--- config.mk ---
export PLATFORM = sky130hd
export DESIGN_NAME = dual_addr_latch
export DESIGN_NICKNAME = d
export VERILOG_FILES = /design/src/rtl/dal_pkg.sv /design/src/rtl/dal_mode_decode.sv /design/src/rtl/dal_channel.sv /design/src/rtl/dal_sel_monitor.sv /design/src/rtl/dual_addr_latch.sv
export SDC_FILE = /design/constraint.sdc
export NUM_CORES = 1
export LEC_CHECK = 0
export BUFFER_PORTS_ARGS = -buffer_cell sky130_fd_sc_hd__buf_2
export CORE_AREA = 5 5 42 44
export CTS_BUF_LIST = sky130_fd_sc_hd__clkbuf_8
export CTS_CLUSTER_SIZE = 14
export DETAILED_ROUTE_END_ITERATION = 10
export DIE_AREA = 0 0 47 49
export PLACE_DENSITY = 0.69
export SLEW_MARGIN = 20
export SYNTH_ARGS = -nofsm -noshare
export SYNTH_HDL_FRONTEND = slang
export SYNTH_SLANG_ARGS = --single-unit
--- constraint.sdc ---
create_clock -name clk -period 1.2 [get_ports clk]
set_clock_uncertainty 0.2 [all_clocks]
set_input_delay 0.24 -clock clk [delete_from_list [all_inputs] [get_ports clk]]
set_output_delay 0.24 -clock clk [all_outputs]
set_load 0.02 [all_outputs]
--- src/rtl/dal_pkg.sv ---
package dal_pkg;

  typedef enum logic [1:0] {
    MODE_CLEAR = 2'd0,
    MODE_DEMUX = 2'd1,
    MODE_LATCH = 2'd2,
    MODE_HOLD  = 2'd3
  } mode_e;

  // Control pair to mode: clear active wins the zeroing, enable picks steering.
  function automatic mode_e decode_mode(input logic en_n, input logic clr_n);
    case ({en_n, clr_n})
      2'b10:   return MODE_CLEAR;
      2'b00:   return MODE_DEMUX;
      2'b01:   return MODE_LATCH;
      default: return MODE_HOLD;
    endcase
  endfunction

endpackage

--- src/rtl/dal_mode_decode.sv ---
module dal_mode_decode
  import dal_pkg::*;
(
  input  logic  en_n,
  input  logic  clr_n,
  output mode_e mode,
  output logic  is_clear,
  output logic  is_demux,
  output logic  is_latch,
  output logic  is_hold
);
  assign mode     = decode_mode(en_n, clr_n);
  assign is_clear = (mode == MODE_CLEAR);
  assign is_demux = (mode == MODE_DEMUX);
  assign is_latch = (mode == MODE_LATCH);
  assign is_hold  = (mode == MODE_HOLD);

  always_comb begin
    assert ($onehot({is_clear, is_demux, is_latch, is_hold}))
      else $error("p_mode_onehot_r2: mode flags not one-hot");
  end
endmodule

--- src/rtl/dal_channel.sv ---
module dal_channel
  import dal_pkg::*;
#(
  parameter  int ADDR_W = 2,
  localparam int BITS   = 1 << ADDR_W
) (
  input  logic            clk,
  input  logic            rst,
  input  mode_e           mode,
  input  logic [BITS-1:0] sel_hot,
  input  logic            din,
  output logic [BITS-1:0] q
);
  logic [BITS-1:0] wr_mask;
  logic [BITS-1:0] keep_mask;
  logic [BITS-1:0] q_next;

  assign wr_mask   = din ? sel_hot : '0;
  assign keep_mask = ~sel_hot;

  always_comb begin
    case (mode)
      MODE_CLEAR: q_next = '0;
      MODE_DEMUX: q_next = wr_mask;
      MODE_LATCH: q_next = (q & keep_mask) | wr_mask;
      default:    q_next = q;
    endcase
  end

  always_ff @(posedge clk) begin
    if (rst) q <= '0;
    else     q <= q_next;
  end

  p_clear_mode_r2: assert property (@(posedge clk) disable iff (rst)
    (mode == MODE_CLEAR) |=> (q == '0));
  p_demux_single_r3: assert property (@(posedge clk) disable iff (rst)
    (mode == MODE_DEMUX) |=> ((q & ~$past(sel_hot)) == '0));
  p_latch_keep_r4: assert property (@(posedge clk) disable iff (rst)
    (mode == MODE_LATCH) |=> (((q ^ $past(q)) & $past(keep_mask)) == '0));
  p_latch_write_r4: assert property (@(posedge clk) disable iff (rst)
    (mode == MODE_LATCH) |=> ((q & $past(sel_hot)) == ($past(din) ? $past(sel_hot) : '0)));
  p_hold_r5: assert property (@(posedge clk) disable iff (rst)
    (mode == MODE_HOLD) |=> $stable(q));
endmodule

--- src/rtl/dal_sel_monitor.sv ---
module dal_sel_monitor
  import dal_pkg::*;
#(
  parameter int ADDR_W = 2
) (
  input  logic              clk,
  input  logic              rst,
  input  mode_e             mode,
  input  logic [ADDR_W-1:0] sel,
  input  logic              warn_clr,
  output logic              glitch_evt,
  output logic              warn
);
  logic [ADDR_W-1:0] sel_prev;
  logic              prev_ok;
  logic [ADDR_W:0]   flips;

  function automatic logic [ADDR_W:0] count_flips(input logic [ADDR_W-1:0] a,
                                                  input logic [ADDR_W-1:0] b);
    logic [ADDR_W:0] n;
    n = '0;
    for (int i = 0; i < ADDR_W; i++) n = n + {{ADDR_W{1'b0}}, a[i] ^ b[i]};
    return n;
  endfunction

  assign flips      = count_flips(sel, sel_prev);
  assign glitch_evt = prev_ok && (mode == MODE_LATCH) && (flips > 1);

  always_ff @(posedge clk) begin
    if (rst) begin
      sel_prev <= '0;
      prev_ok  <= 1'b0;
      warn     <= 1'b0;
    end else begin
      sel_prev <= sel;
      prev_ok  <= 1'b1;
      if (glitch_evt)    warn <= 1'b1;
      else if (warn_clr) warn <= 1'b0;
    end
  end

  p_glitch_sets_r8: assert property (@(posedge clk) disable iff (rst)
    glitch_evt |=> warn);
  p_no_spurious_r8: assert property (@(posedge clk) disable iff (rst)
    (!warn && !glitch_evt) |=> !warn);
  p_sticky_r9: assert property (@(posedge clk) disable iff (rst)
    (warn && !warn_clr) |=> warn);
  p_clear_wins_r9: assert property (@(posedge clk) disable iff (rst)
    (warn_clr && !glitch_evt) |=> !warn);
endmodule

--- src/rtl/dual_addr_latch.sv ---
module dual_addr_latch
  import dal_pkg::*;
#(
  parameter  int NUM_CH = 2,
  parameter  int ADDR_W = 2,
  localparam int BITS   = 1 << ADDR_W
) (
  input  logic                   clk,
  input  logic                   rst,
  input  logic                   en_n,
  input  logic                   clr_n,
  input  logic [ADDR_W-1:0]      sel,
  input  logic [NUM_CH-1:0]      din,
  input  logic                   warn_clr,
  output logic [NUM_CH*BITS-1:0] q,
  output logic                   warn
);
  mode_e           mode;
  logic            is_clear, is_demux, is_latch, is_hold;
  logic [BITS-1:0] sel_hot;
  logic            glitch_evt;

  assign sel_hot = BITS'(1) << sel;

  dal_mode_decode u_dec (
    .en_n(en_n), .clr_n(clr_n), .mode(mode),
    .is_clear(is_clear), .is_demux(is_demux),
    .is_latch(is_latch), .is_hold(is_hold)
  );

  for (genvar c = 0; c < NUM_CH; c++) begin : g_bank
    dal_channel #(.ADDR_W(ADDR_W)) u_bank (
      .clk(clk), .rst(rst), .mode(mode), .sel_hot(sel_hot),
      .din(din[c]), .q(q[c*BITS +: BITS])
    );
  end

  dal_sel_monitor #(.ADDR_W(ADDR_W)) u_mon (
    .clk(clk), .rst(rst), .mode(mode), .sel(sel),
    .warn_clr(warn_clr), .glitch_evt(glitch_evt), .warn(warn)
  );

  // reset leaves everything low on the following cycle
  p_reset_low_r1: assert property (@(posedge clk)
    rst |=> (q == '0 && !warn));
  // hold mode never disturbs the warning once no event occurs
  p_hold_no_event_r8: assert property (@(posedge clk) disable iff (rst)
    is_hold |-> !glitch_evt);
endmodule

==> metrics.md, run 1 <==
| Metric | Value |
|---|---|
| RR Endpoint | u_mon.warn |
| Nets | 89 |
| Overall routing resource usage | about an eighth |
| Via density per instance | around 5.0 |
| Max VDD drop | 0.659 mV |
| Crit path buffers/inverters | 1 |
| Number of global-route vias before repair | slightly below 500 |
| Largest net degree at the start of global routing | 12 |
| Synth Area in XOR/XNOR | ~3.5% |
| Clock latency on the worst-skew pair | approximately 0.23 ns |
| Max Cap Viol | 0 |
| Largest family of logic cells by synthesized area | simple AND/OR/NAND/NOR gates |
| Routed WL per cell | roughly 11 µm |
| Switching Fraction | between 20% and 30% |
| Synthesized area per cell | ~9.3 µm² |
| Proportion of synthesized area in mux cells | 0% |
| R2R Path Start | u_mon.prev_ok |
| Initial DRC count | 2 |
| Mapped Nets | 63 |
| Core area | 1400 µm² |
| PwrDens | between 1000 and 1500 nW/µm² |
| First-pass GRT wire length | roughly 2000 µm |
| Final hold slack | roughly 0.078 ns |
| Sequential share of power | between 40% and 50% |
| Slew @ Worst Pin | ~0.23 ns |
| Simple-Gate Fraction of Synth Area | approximately a third |
| Rows | 14 |
| Post-CTS setup buffers | 0 |
| Clock Power Share | between 40% and 50% |
| Number of cells on the critical path | 1 |
| Dominant cell type by area after synthesis | dfxtp_1 |
| Critical path class | reg -> out |
| Hold Startpoint | din[1] |
| Cells after Synth | 54 |
| Startpoint Class | flop |
| Worst EP arrival | 0.73 ns |
| Status | complete, no violations |
| Post-synthesis sequential area ratio | 48.0% |
| Clock transition at path regs | 0.05 ns |
| Req. time, crit path | 0.76 ns |
| Maximum clock rate | 858 MHz |
| Slowest stage delay, CP | around 0.33 ns |
| Hpwl dp | 853 µm |
| Compound-Gate Fraction of Synth Area | around a tenth |
| Most common cell after layout, fill and taps aside | buf_2 |
| Clk root buf | clkbuf_8 |
| Fin crit share | a little over nine tenths |
| Syn Std Cell Area | 500 µm² |
| Unrepaired setup endpoints after global routing | no |
| Max_slew headroom | roughly 85% |
| Setup TNS Final | 0 ns |
| Area grow syn2layout | 37.0% |
| Number of port buffers | 17 |
| H-tree levels | 1 |
| Ys Warns | 0 |
| Hold WC Path Type | in -> reg |
| Hold Vio Cnt, Final | 0 |
| TritonCTS buffer count | 3 |
| Vias | 471 |
| Placer Congestion | 0.715 |
| R2R depth | 2 |
| Int Pwr | a little under 0.7 mW |
| Detailed-route DRC error count | 0 |
| Initial core utilization | between 30% and 40% |
| Global route overflow | 0 |
| Commonest cells after routing, fill and taps aside | buf_2 (13), dfxtp_1 (12), buf_4 (12), nand3_1 (8), a21oi_1 (8) |
| CTS Hold Bufs | 0 |
| Max Buffers Root-to-Sink | 2 |
| Hold depth | 3 |
| Seq cells post-synth | 12 |
| Worst Setup End Kind | primary output |
| TritonCTS clock tree | yes |
| Die area | 2300 µm² |
| Synth top area share | between 40% and 50% |
| Switch Pwr | roughly 0.2 mW |
| Fin. max-slew vios | 0 |
| Worst-path fanout max | 2 |
| Final min period | about 1.2 ns |
| Combinational share of power | 11.9% |
| FF-to-FF setup slack | about 0.2 ns |
| Detailed Route WL | about 1100 µm |
| Setup violators final | 0 |
| Hold Path End | g_bank[1].u_bank.q[1] |
| Largest delay share family, worst path | flip-flops |
| CP max-delay cell | dfxtp_1 |
| Leakage | 0.298 nW |
| DIE HEIGHT | between 40 and 50 µm |
| Die extent in x | 47 µm |
| Io pins | 18 |
| Synth Area in Adders | 0% |
| Layout cells sized above 1 | 37.2% |
| CP cell instances | buf_2 |
| Initial antenna violation count | 0 |
| Antenna Nets Post-Route | 0 |
| 1st-pass router iterations | 3 |
| Yosys cell types | 19 |
| Synth top area cells | dfxtp_1 (48%), a21oi_1 (8.0%), nand3_1 (8.0%) |
| CTS sink count | 12 |
| Antenna diode instance count | 0 |
## cells in the mapped netlist, drive strengths merged
library cell	number
a21oi	8
a32o	1
buf	3
clkbuf	1
dfxtp	12
inv	1
nand2	4
nand3	8
nand3b	3
nand4b	2
nor2	2
nor2b	2
nor3	1
nor3b	1
nor4bb	1
or3b	2
xor2	2
## state kept, by name, summed over array words and instances (netlist names)
signal / cells
g_bank.u_bank.q: 8
u_mon.sel_prev: 2
u_mon.prev_ok: 1
u_mon.warn: 1
## layout make-up
type	instances	area, µm²
Clock buffer	3	41.3
Fill cell	146	716
Inverter	1	3.75
Multi-Input combinational cell	37	225
Sequential cell	12	240
Tap cell	16	20.0
Timing Repair Buffer	25	155
## power groups by stage
stage | combinational, mW | sequential [mW] | clock (mW)
2_1_floorplan | 0.0494 | 0.433 | 0
3_3_place_gp | 0.102 | 0.424 | 0
3_5_place_dp | 0.104 | 0.425 | 0
4_1_cts | 0.104 | 0.417 | 0.361
5_1_grt | 0.117 | 0.418 | 0.386
6_report | 0.105 | 0.417 | 0.356
## logic make-up after synthesis
kind of cell,after synthesis
xor gates and xnor gates,2
and+or+nand+nor,26
AOI/OAI and AO/OA,9
DFF,12
buffers and inverters,5
## what timing repair did
action	in CTS	in global routing
endpoints found under the hold margin	0	0
endpoints found under the setup margin	0	4
resized for setup	0	4
## worst max-delay path by stage
stage                                      from                    end
after floorplan                          sel[1]  g_bank[0].u_bank.q[1]
after CTS                 g_bank[0].u_bank.q[0]                   q[0]
after global placement                   sel[0]  g_bank[1].u_bank.q[1]
after global routing      g_bank[0].u_bank.q[2]                   q[2]
final                     g_bank[1].u_bank.q[0]                   q[4]
after detailed placement                   en_n  g_bank[1].u_bank.q[2]
## stage by stage
stage | util (%) | worst slack [ns] | total power, mW | instances | cell area [µm²]
floorplan | - | -0.00396 | 0.482 | 54 | 500
global placement | 45.3 | -0.0376 | 0.526 | 91 | 634
detailed placement | 45.3 | -0.0543 | 0.529 | 91 | 634
CTS | 48.2 | 0.0250 | 0.882 | 94 | 676
global route | 48.9 | 0.00118 | 0.920 | 94 | 686
finish | 48.9 | 0.0344 | 0.877 | 94 | 686
## metal layers
layer	vias up	GRT usage (%)	routed length [µm]
met5	-	0	0
met4	0	6.91	8
met3	2	2.58	70
met2	11	20.1	538
met1	221	12.8	458
li1	237	-	-
Note: power is estimated with default switching activity, not from simulation.
==> run 2: changes to the inputs <==
--- a/config.mk
+++ b/config.mk
@@ -12,6 +12,7 @@
 export DETAILED_ROUTE_END_ITERATION = 10
 export DIE_AREA = 0 0 47 49
 export PLACE_DENSITY = 0.69
+export SKIP_LAST_GASP = 1
 export SLEW_MARGIN = 20
 export SYNTH_ARGS = -nofsm -noshare
 export SYNTH_HDL_FRONTEND = slang
==> constraint.sdc (replaced) <==
create_clock -name clk -period 0.95 [get_ports clk]
set_clock_uncertainty 0.2 [all_clocks]
set_input_delay 0.19 -clock clk [delete_from_list [all_inputs] [get_ports clk]]
set_output_delay 0.19 -clock clk [all_outputs]
set_load 0.02 [all_outputs]
==> metrics.md, run 2 (synthesis results as in run 1) <==
| Metric | Value |
|---|---|
| Post-route setup slack | -0.137 ns |
| Startpoint Class | flop |
| Pre-CTS WS | -0.263 ns |
| Slowest stage delay, CP | approximately 0.34 ns |
| RR Endpoint | u_mon.warn |
| Hold Vio Cnt, Final | 0 |
| Setup violators final | 10 |
| Post-route cell area | about 800 µm² |
| CTS Hold Bufs | 0 |
| Clock latency on the worst-skew pair | between 0.2 and 0.25 ns |
| Largest net degree at the start of global routing | 13 |
| R2R depth | 2 |
| Initial antenna violation count | 0 |
| Clock transition at path regs | 0.05 ns |
| Number of cells on the critical path | 1 |
| Initial DRC count | 3 |
| Detailed Route WL | 1160 µm |
| Worst-path fanout max | 2 |
| Critical path origin | g_bank[0].u_bank.q[1] |
| Rows | 14 |
| Number of global-route vias before repair | ~470 |
| Final min period | 1.09 ns |
| Max Buffers Root-to-Sink | 2 |
| Layout cells sized above 1 | a little under three fifths |
| Worst setup endpoint | q[1] |
| Global route overflow | 0 |
| Req. time, crit path | 0.56 ns |
| PwrDens | around 1400 nW/µm² |
| Top Registers | g_bank.u_bank.q x8, u_mon.sel_prev x2 |
| Core area | roughly 1400 µm² |
| 1st-pass router iterations | 4 |
| CP cell instances | buf_6 |
| Placer Congestion | about 0.69 |
| Number of port buffers | 17 |
| Commonest cells after routing, fill and taps aside | buf_6 (11), buf_4 (10), dfxtp_2 (9), a21oi_1 (7), nand3_1 (6) |
| Die area | around 2300 µm² |
| H-tree levels | 1 |
| First-pass GRT wire length | 1930 µm |
| Nets | 90 |
| Most common cell after layout, fill and taps aside | buf_6 |
| Max_slew headroom | 84.7% |
| Antenna Nets Post-Route | 0 |
| Crit path buffers/inverters | 1 |
| CP max-delay cell | dfxtp_2 |
| Io pins | 18 |
| Largest Register | g_bank.u_bank.q |
| FF-to-FF setup slack | -0.06 ns |
| Status | finished, violations left |
| CTS sink count | 12 |
| Hpwl dp | between 800 and 900 µm |
| Max Cap Viol | 0 |
| TritonCTS clock tree | yes |
| Post-DP Area | between 600 and 700 µm² |
| Hold WC Path Type | in -> reg |
| Fin crit share | 114% |
| Largest delay share family, worst path | flip-flops |
| Antenna diode instance count | 0 |
| Worst EP arrival | roughly 0.70 ns |
| Vias | between 400 and 500 |
| DIE HEIGHT | 49 µm |
| Unrepaired setup endpoints after global routing | yes |
| TritonCTS buffer count | 3 |
| Routed WL per cell | around 12 µm |
| Util after Layout | between 50% and 60% |
| Overall routing resource usage | about an eighth |
| Die extent in x | 47 µm |
| Clk root buf | clkbuf_8 |
| Slew @ Worst Pin | roughly 0.23 ns |
| Maximum clock rate | roughly 900 MHz |
| Initial core utilization | 35.7% |
| Setup TNS Final | -1.16 ns |
| Worst Setup End Kind | primary output |
| R2R Path Start | u_mon.sel_prev[0] |
| Critical path class | reg -> out |
| Leakage | between 0.3 and 0.4 nW |
| Detailed-route DRC error count | 0 |
| Max FFs per register | 8 |
| Area grow syn2layout | 59.2% |
| Failing checks | setup timing |
| Max VDD drop | 0.731 mV |
| Fin. max-slew vios | 0 |
| Via density per instance | slightly above 5 |
| FILL cells | between 100 and 150 |
## run 2: cell count changes in the layout (fill, tap and decap cells not counted), moves of 2 or more
cell / previous run / this run
buf_6: 0 / 11
dfxtp_1: 12 / 3
dfxtp_2: 0 / 9
buf_2: 13 / 5
buf_4: 12 / 10
nand3_1: 8 / 6
nand3_2: 0 / 2
## run 2: per-layer routing
metal	global-route usage [%]	part of all wire, %	wire length (µm)
met1	14.9	44	504
met2	16.3	49	565
met3	4.43	6.2	72
met4	8.29	1.1	13
met5	0	0	0
## run 2: final cells by class
| class | count | area, µm² | area share, % |
|---|---|---|---|
| Clock buffer | 3 | 41.3 | 5.18 |
| Multi-Input combinational cell | 37 | 256 | 32.2 |
| Inverter | 1 | 3.75 | 0.471 |
| Timing Repair Buffer | 26 | 224 | 28.1 |
| Tap cell | 16 | 20.0 | 2.51 |
| Sequential cell | 12 | 251 | 31.6 |
## run 2: how the worst min path moves through the flow
stage                          start                    end  slack (ns)  cells past startpoint
6_report                      sel[1]  g_bank[0].u_bank.q[2]        0.03                      3
5_1_grt                       din[1]  g_bank[1].u_bank.q[0]        0.04                      3
4_1_cts                       din[0]  g_bank[0].u_bank.q[0]        0.02                      3
3_5_place_dp   g_bank[1].u_bank.q[1]  g_bank[1].u_bank.q[1]        0.25                      2
3_3_place_gp   g_bank[0].u_bank.q[1]  g_bank[0].u_bank.q[1]        0.25                      2
2_1_floorplan                    rst      u_mon.sel_prev[1]        0.06                      1
## run 2: what timing repair did
item / 4_1_cts / 5_1_grt
buffers inserted: 2 / 2
pin swaps: 2 / 5
setup endpoints to repair: 12 / 14
resized for setup: 30 / 7
## run 2: per-stage QoR
stage	instances	hold WS [ns]	power, mW
after global routing	95	0.0379	1.19
after global placement	89	0.245	0.660
final	95	0.0286	1.13
after detailed placement	89	0.253	0.663
after CTS	94	0.0246	1.14
after floorplan	54	0.0616	0.614
## run 2: power breakdown
| group | internal (mW) | leakage [nW] | total [mW] | switching [mW] |
|---|---|---|---|---|
| registers | 0.522 | 0.102 | 0.530 | 0.00864 |
| clock network | 0.278 | 0.0216 | 0.449 | 0.171 |
| logic | 0.0818 | 0.207 | 0.156 | 0.0737 |
| total | 0.882 | 0.331 | 1.13 | 0.253 |
==> run 3: changes to the inputs <==
--- a/config.mk
+++ b/config.mk
@@ -5,13 +5,13 @@
 export SDC_FILE = /design/constraint.sdc
 export NUM_CORES = 1
 export LEC_CHECK = 0
-export BUFFER_PORTS_ARGS = -buffer_cell sky130_fd_sc_hd__buf_2
 export CORE_AREA = 5 5 42 44
 export CTS_BUF_LIST = sky130_fd_sc_hd__clkbuf_8
 export CTS_CLUSTER_SIZE = 14
 export DETAILED_ROUTE_END_ITERATION = 10
 export DIE_AREA = 0 0 47 49
-export PLACE_DENSITY = 0.69
+export DONT_BUFFER_PORTS = 1
+export PLACE_DENSITY = 0.57
 export SKIP_LAST_GASP = 1
 export SLEW_MARGIN = 20
 export SYNTH_ARGS = -nofsm -noshare
==> metrics.md, run 3 (synthesis results as in run 1) <==
| Metric | Value |
|---|---|
| Status | finished, violations left |
| Failing checks | hold timing, setup timing |
| Layout cells sized above 1 | between 40 and 50% |
| Max_slew headroom | between 80% and 90% |
| Clock transition at path regs | 0.06 ns |
| Largest Register | g_bank.u_bank.q |
| Number of port buffers | 0 |
| 1st-pass router iterations | 3 |
| Unrepaired setup endpoints after global routing | yes |
| Critical path class | reg -> out |
| Req. time, crit path | 0.56 ns |
| Antenna diode instance count | 0 |
| Storage cell area | 256 µm² |
| Hold WC Path Type | in -> reg |
| Largest net degree at the start of global routing | 14 |
| PwrDens | ~1600 nW/µm² |
| CTS sink count | 12 |
| Crit path buffers/inverters | 1 |
| Hold Vio Cnt, Final | 9 |
| Worst-path fanout max | 2 |
| Overall power | around 1.2 mW |
| TritonCTS clock tree | yes |
| Commonest cells after routing, fill and taps aside | dfxtp_2 (10), a21oi_1 (8), buf_6 (8), nand3_1 (6), buf_4 (5) |
| CTS Hold Bufs | 3 |
| Antenna Nets Post-Route | 0 |
| Number of global-route vias before repair | about 440 |
| Vias | 448 |
| Slowest stage delay, CP | about 0.34 ns |
| Top Registers | g_bank.u_bank.q x8, u_mon.sel_prev x2 |
| Via density per instance | between 5 and 6 |
| Initial antenna violation count | 0 |
| Initial core utilization | roughly 36% |
| Most common cell after layout, fill and taps aside | dfxtp_2 |
| First-pass GRT wire length | around 1900 µm |
| Initial DRC count | 8 |
| Overall routing resource usage | between 10% and 20% |
| Io pins | 18 |
| Maximum clock rate | 916 MHz |
| Max Cap Viol | 0 |
| Nets | 80 |
| Max VDD drop | 0.700 mV |
| Clock latency on the worst-skew pair | 0.25 ns |
| Largest delay share family, worst path | flip-flops |
| Worst Setup End Kind | primary output |
| FILL cells | ~150 |
| Post-route setup slack | -0.141 ns |
| Max FFs per register | 8 |
| Fin crit share | 115% |
| Detailed Route WL | 1120 µm |
| Final Non-Filler Cells | 86 |
| Setup violators final | 11 |
| TritonCTS buffer count | 3 |
| Slew @ Worst Pin | around 0.23 ns |
| Hpwl dp | between 700 and 800 µm |
| H-tree levels | 1 |
| Die area | roughly 2300 µm² |
| Fin. max-slew vios | 0 |
| Area grow syn2layout | 46.7% |
| Startpoint Class | flop |
| Placer Congestion | around 0.67 |
| Global route overflow | 0 |
| Post-Place Cells | 75 |
| Rows | 14 |
| Final hold slack | -0.202 ns |
| CP max-delay cell | dfxtp_2 |
| Leakage | between 0.2 and 0.3 nW |
| DIE HEIGHT | 49 µm |
| Max Buffers Root-to-Sink | 2 |
| Final min period | between 1 and 1.5 ns |
| Multi-input gate area | between 200 and 250 µm² |
| Die extent in x | 47 µm |
| CP cell instances | buf_6 |
| FF-to-FF setup slack | -0.04 ns |
| Clk root buf | clkbuf_8 |
| Worst EP arrival | roughly 0.70 ns |
| Core area | about 1400 µm² |
| Routed WL per cell | approximately 13 µm |
| Detailed-route DRC error count | 0 |
## run 3: changes by cell type in the layout (fill, tap and decap cells not counted), moves of 2 or more
cell	change
buf_2	-5
buf_6	-3
dlygate4sd3_1	+3
buf_4	-5
dfxtp_1	-2
## run 3: routing by layer
metal	track usage [%]	wire length, µm	up-vias
met2	15.8	497	16
met4	9.68	44	0
met5	0	0	-
li1	-	-	221
met1	13.7	481	206
met3	5.17	98	5
## run 3: power by group
group	internal, mW	switching [mW]
registers	0.519	0.00925
clock network	0.367	0.201
logic	0.0551	0.0304
## run 3: path summary, 6_finish.rpt
| kind | startpoint | to | depth (start not counted) |
|---|---|---|---|
| setup / recovery | g_bank[0].u_bank.q[1] | q[1] | 1 |
| hold / removal | rst | g_bank[0].u_bank.q[2] | 1 |
| setup reg to reg | u_mon.sel_prev[1] | u_mon.warn | 2 |
| hold reg to reg | g_bank[0].u_bank.q[3] | g_bank[0].u_bank.q[3] | 2 |
## run 3: timing repair
item / 4_1_cts / 5_1_grt
gates resized for setup: 20 / 1
hold endpoints to repair: 12 / 9
pin swaps: 3 / 2
setup buffers: 2 / 2
setup endpoints to repair: 10 / 10
## run 3: final cells by class
class,instances,share of cell area (%)
Tap cell,16,2.73
Sequential cell,12,34.9
Inverter,1,0.511
Clock buffer,4,7.50
Multi-Input combinational cell,37,32.9
Timing Repair Buffer,16,21.5
## run 3: metrics by stage
stage / hold slack [ns] / setup TNS (ns) / util [%] / instance area (µm²) / worst slack (ns)
global route: -0.210 / -1.44 / 52.4 / 734 / -0.164
finish: -0.202 / -1.14 / 52.4 / 734 / -0.141
detailed placement: 0.0587 / -0.484 / 40.4 / 567 / -0.111
floorplan: 0.0616 / -1.05 / - / 517 / -0.178
global placement: 0.0479 / -0.474 / 40.4 / 567 / -0.0994
CTS: -0.207 / -1.19 / 50.9 / 713 / -0.140
